### config.mk
export PLATFORM = sky130hd
export DESIGN_NAME = int_alu
export DESIGN_NICKNAME = d
export VERILOG_FILES = /design/src/rtl/alu_pkg.sv /design/src/rtl/imm_widen.sv /design/src/rtl/addsub_core.sv /design/src/rtl/int_alu.sv
export SDC_FILE = /design/constraint.sdc
export NUM_CORES = 1
export LEC_CHECK = 0
export ABC_AREA = 0
export BUFFER_PORTS_ARGS = -buffer_cell sky130_fd_sc_hd__buf_4
export CORE_MARGIN = 2
export CORE_UTILIZATION = 40
export DETAILED_ROUTE_END_ITERATION = 16
export PLACE_DENSITY = 0.7
export SYNTH_ARGS = -nofsm -noshare
export SYNTH_HDL_FRONTEND = slang
export SYNTH_HIERARCHICAL = 1
export SYNTH_SLANG_ARGS = --single-unit
### constraint.sdc
create_clock -name vclk -period 4
set_input_delay 0.4 -clock vclk [all_inputs]
set_output_delay 0.4 -clock vclk [all_outputs]
set_load 0.01 [all_outputs]
### src/rtl/alu_pkg.sv
package alu_pkg;
  localparam int unsigned DATA_W = 32;
  localparam int unsigned IMM_W  = 16;
  localparam int unsigned OP_W   = 3;

  typedef enum logic [OP_W-1:0] {
    OP_ADD  = 3'b000,
    OP_ADDU = 3'b001,
    OP_SUB  = 3'b010,
    OP_SUBU = 3'b011,
    OP_SLT  = 3'b100,
    OP_SLTU = 3'b101
  } alu_op_e;
endpackage

### src/rtl/imm_widen.sv
module imm_widen #(
  parameter int unsigned IMM_W  = 16,
  parameter int unsigned DATA_W = 32
) (
  input  logic [IMM_W-1:0]  imm,
  input  logic              zero_fill,
  output logic [DATA_W-1:0] wide
);
  logic fill_bit;

  assign fill_bit         = zero_fill ? 1'b0 : imm[IMM_W-1];
  assign wide[IMM_W-1:0]  = imm;

  for (genvar gi = IMM_W; gi < DATA_W; gi++) begin : g_upper
    assign wide[gi] = fill_bit;
  end
endmodule

### src/rtl/addsub_core.sv
module addsub_core #(
  parameter int unsigned DATA_W = 32
) (
  input  logic [DATA_W-1:0] a,
  input  logic [DATA_W-1:0] b,
  input  logic              do_sub,
  output logic [DATA_W-1:0] sum,
  output logic              sgn_ovf,
  output logic              lt_signed,
  output logic              lt_unsigned
);
  localparam int unsigned MSB = DATA_W - 1;

  logic [DATA_W-1:0] b_inv;
  logic [DATA_W:0]   wide_sum;
  logic              carry_out;

  // The second operand is inverted and carry-in is set for a subtract.
  assign b_inv     = do_sub ? ~b : b;
  assign wide_sum  = {1'b0, a} + {1'b0, b_inv} + {{DATA_W{1'b0}}, do_sub};
  assign sum       = wide_sum[MSB:0];
  assign carry_out = wide_sum[DATA_W];

  // Overflow: like-signed adder inputs give a differently signed sum.
  assign sgn_ovf     = (a[MSB] == b_inv[MSB]) && (sum[MSB] != a[MSB]);
  // Bit 32 of the sign-extended difference gives the true signed order.
  assign lt_signed   = a[MSB] ^ b_inv[MSB] ^ carry_out;
  // No carry out of A + ~B + 1 means A was below B.
  assign lt_unsigned = ~carry_out;
endmodule

### src/rtl/int_alu.sv
module int_alu
  import alu_pkg::*;
#(
  parameter int unsigned W  = DATA_W,
  parameter int unsigned IW = IMM_W
) (
  input  logic [W-1:0]    opnd_a,
  input  logic [W-1:0]    opnd_b_reg,
  input  logic [IW-1:0]   imm16,
  input  logic            b_sel_imm,
  input  logic            ext_zero,
  input  logic [OP_W-1:0] op_sel,
  output logic [W-1:0]    result,
  output logic            ovf_trap,
  output logic            wb_en
);
  logic [W-1:0] imm_wide;
  logic [W-1:0] opnd_b;
  logic [W-1:0] core_sum;
  logic         core_ovf;
  logic         core_lts;
  logic         core_ltu;
  logic         sub_mode;
  logic         trapping;
  logic         op_valid;

  imm_widen #(.IMM_W(IW), .DATA_W(W)) u_widen (
    .imm       (imm16),
    .zero_fill (ext_zero),
    .wide      (imm_wide)
  );

  assign opnd_b = b_sel_imm ? imm_wide : opnd_b_reg;

  always_comb begin
    sub_mode = 1'b0;
    trapping = 1'b0;
    op_valid = 1'b1;
    case (op_sel)
      OP_ADD:  trapping = 1'b1;
      OP_ADDU: ;
      OP_SUB:  begin sub_mode = 1'b1; trapping = 1'b1; end
      OP_SUBU: sub_mode = 1'b1;
      OP_SLT:  sub_mode = 1'b1;
      OP_SLTU: sub_mode = 1'b1;
      default: op_valid = 1'b0;
    endcase
  end

  addsub_core #(.DATA_W(W)) u_core (
    .a           (opnd_a),
    .b           (opnd_b),
    .do_sub      (sub_mode),
    .sum         (core_sum),
    .sgn_ovf     (core_ovf),
    .lt_signed   (core_lts),
    .lt_unsigned (core_ltu)
  );

  always_comb begin
    case (op_sel)
      OP_ADD, OP_ADDU, OP_SUB, OP_SUBU: result = core_sum;
      OP_SLT:  result = {{(W-1){1'b0}}, core_lts};
      OP_SLTU: result = {{(W-1){1'b0}}, core_ltu};
      default: result = '0;
    endcase
  end

  assign ovf_trap = trapping & core_ovf;
  assign wb_en    = op_valid & ~ovf_trap;
endmodule

==> flow_metrics.py <==
metrics = {
    "placed_design": {
        "routabilityCongestion": 0.9151,
        "dpl_cell_area_sq_mm": 0.004063,
        "dp.final_hpwl_um": 7427,
        "worst_setup_slack_before_clock_tree_synthesis_ns": -0.2939,
        "buffer_ports.inserted": 119,
    },
    "die": {
        "floorplan.die.width_um": 92.03,
        "die_h_um": 92.03,
        "rows": 32,
        "design.die.area_sq_mm": 0.008469,
        "core_region_area_sq_mm": 0.007607,
        "ioPinCount": 119,
        "initial_core_utilization_pct": 40.74,
    },
    "worst_setup_path": {
        "timing_endpoint_of_the_critical_path": "wb_en",
        "critPathArrivalTime_ns": 3.48,
        "critical_path_peak_fanout": 5,
        "cell_by_cell_listing_of_the_critical_path": "buf_4 -> xor2_4 -> buf_6 -> xor2_1 -> ha_1 -> nand2_2 -> o31a_1 -> or3_4 -> o211ai_4 -> o22ai_4 -> o31ai_4 -> mux2_4 -> nor3b_1 -> a21oi_1 -> buf_4",
        "critPathCaptureType": "primary output",
        "critical_path_required_ns": 3.60,
        "worst_path_most_repeated_cell": "sky130_fd_sc_hd__buf_4",
        "setup.worst_path.start_class": "primary input",
        "crit_path_max_incr_delay_ns": 0.40,
        "worst_setup_path_startpoint": "op_sel[1]",
        "critical_path_class": "in2out",
        "cp_slowest_cell": "sky130_fd_sc_hd__or3_4",
    },
    "grt": {
        "grt_usage_pct": 19.36,
        "global_route.overflow_total": 0,
        "grt_pass1_vias": 3098,
        "first_pass_grt_wire_length_um": 13930,
        "maximum_number_of_pins_on_one_net_before_global_route_repair": 36,
        "antenna_found_initial": 0,
    },
    "sta": {
        "slew_headroom_pct": 65.07,
        "achievable-frequency_mhz": 258.0,
        "worst_slack_ns": 0.1244,
        "setup-violations-final": 0,
        "unrepaired_setup_endpoints_after_global_routing": "false",
        "hold_ws_ns": 1.084,
        "final_max_slew_viol_count": 0,
        "max_slew.worst_pin.slew_ns": 0.5191,
        "fin_crit_sh_pct": 96.89,
        "finalWorstPathRequiredPeriod_ns": 3.876,
        "report.final.hold_viol_count": 0,
    },
    "drt": {
        "drt_first_iter_violations": 165,
        "route.final.wire_length_um": 8756,
        "antenna_left": 0,
        "vias_per_cell": 5.173,
        "number_of_detailed_route_iterations_in_the_first_pass": 4,
        "drcViolationCount": 0,
        "detail_route.wl_per_cell_um": 14.19,
        "detailroute.via_count": 3192,
    },
    "final_layout": {
        "layout.nets": 634,
        "nFillCells": 746,
        "regArea_sq_um": 0,
        "utilization_pct": 56.48,
        "layout_commonest_cell": "sky130_fd_sc_hd__buf_4",
        "drive_gt1_share_pct": 44.08,
        "area_growth_syn_to_layout_pct": 38.64,
        "layout.cells.most_common_list": "sky130_fd_sc_hd__buf_4, sky130_fd_sc_hd__xor2_1, sky130_fd_sc_hd__nor2b_1",
        "antennaDiodeCount": 0,
        "design.seq.count": 0,
        "final_area_sq_mm": 0.004297,
        "area_occupied_by_multi_input_gates_sq_mm": 0.002819,
        "layout_clock_buffer_count": 0,
    },
    "logic_synthesis": {
        "postSynthNetCount": 509,
        "postSynthCellCount": 392,
        "synthDistinctLibCells": 60,
        "seq_area_frac_synth_pct": 0,
        "synth.cell_area_sq_mm": 0.003099,
        "synth_warnings": 6,
        "syn_avg_cell_area_sq_um": 7.906,
    },
    "power": {
        "power.share.sequential_pct": 0,
        "post-layout-total-power_mw": 1.310,
        "p_sw_share_pct": 47.47,
        "p_per_area_mw_per_mm2": 304.8,
        "share_comb_of_total_power_pct": 100.0,
        "p_leak_nw": 2.155,
        "total_switching_power_mw": 0.6217,
        "max-vdd-ir-drop_mv": 0.1010,
        "internal_power_mw": 0.6879,
        "proportion_of_power_drawn_by_the_clock_network_pct": 0,
    },
    "min_path": {
        "hold_path_class": "in2out",
        "holdPathStages": 3,
    },
    "run": {
        "maxCapViolCount": 0,
    },
    "outcome": {
        "run_status": "completed",
    },
    "clock_tree": {
        "holdBufCountCts": 0,
    },
}
==> metrics by stage <==
step	instances	setup TNS (ns)
3_3_place_gp	603	-0.9132
6_report	617	0
3_5_place_dp	603	-2.134
2_1_floorplan	392	0
5_1_grt	617	0
4_1_cts	607	0
==> kinds of logic after synthesis <==
family,share of synthesized area [%]
xor+xnor,16.96
mux,16.39
compound gates,20.43
fa+ha+maj,13.16
simple gates,20.06
buf+inv,13.00
==> how the worst min path moves through the flow <==
stage               from         end
2_1_floorplan  op_sel[2]  result[10]
3_3_place_gp   op_sel[0]    ovf_trap
3_5_place_dp   op_sel[0]    ovf_trap
4_1_cts        op_sel[0]    ovf_trap
5_1_grt        op_sel[0]    ovf_trap
6_report       op_sel[0]    ovf_trap
==> layout make-up <==
type                       count  share of cell area [%]
tap                          102                   2.970
timing repair buffer         171                   30.63
inverter                       9                  0.7863
multi-input combinational    335                   65.61
==> cells in the mapped netlist, types with 7 or more instances <==
| cell | count | area, sq um |
|---|---|---|
| sky130_fd_sc_hd__mux2_4 | 30 | 450.4 |
| sky130_fd_sc_hd__ha_1 | 31 | 387.9 |
| sky130_fd_sc_hd__nor2_1 | 20 | 75.07 |
| sky130_fd_sc_hd__buf_4 | 33 | 247.7 |
| sky130_fd_sc_hd__nand4_1 | 7 | 43.79 |
| sky130_fd_sc_hd__o21ai_0 | 15 | 75.07 |
| sky130_fd_sc_hd__a21oi_1 | 30 | 150.1 |
| sky130_fd_sc_hd__nand2_1 | 19 | 71.32 |
| sky130_fd_sc_hd__nor2b_1 | 35 | 219.0 |
| sky130_fd_sc_hd__xor2_1 | 45 | 394.1 |
| sky130_fd_sc_hd__a21o_1 | 11 | 82.58 |
| sky130_fd_sc_hd__inv_1 | 9 | 33.78 |
| sky130_fd_sc_hd__xnor2_1 | 15 | 131.4 |
==> what timing repair did <==
action                                  in CTS  in global routing
resized for setup                            4                 19
endpoints found under the setup margin      16                 13
cloned                                       1                  0
buffers inserted                             3                 10
pin swaps                                    1                  6
==> layer usage <==
layer  global-route usage (%)  wire [um]  vias up
li1                         -          -     1611
met1                    24.79       3657     1464
met2                    37.44       4586      113
met3                   0.8217        480        4
met4                   0.8706         32        0
met5                        0          0        -
==> power by group through the flow <==
stage               clock network [mW]  registers [mW]  logic (mW)
CTS                                  0               0        1.26
finish                               0               0        1.31
detailed placement                   0               0        1.23
global route                         0               0        1.42
floorplan                            0               0       0.810
global placement                     0               0        1.21
==> critical path, delay by kind of cell <==
kind            cells  cell delay, ns
xor+xnor            2            0.36
mux                 1            0.32
compound gates      5            1.01
buf+inv             3            0.44
simple gates        3            0.63
fa+ha+maj           1            0.32
Power figures use the tool's default switching activity.
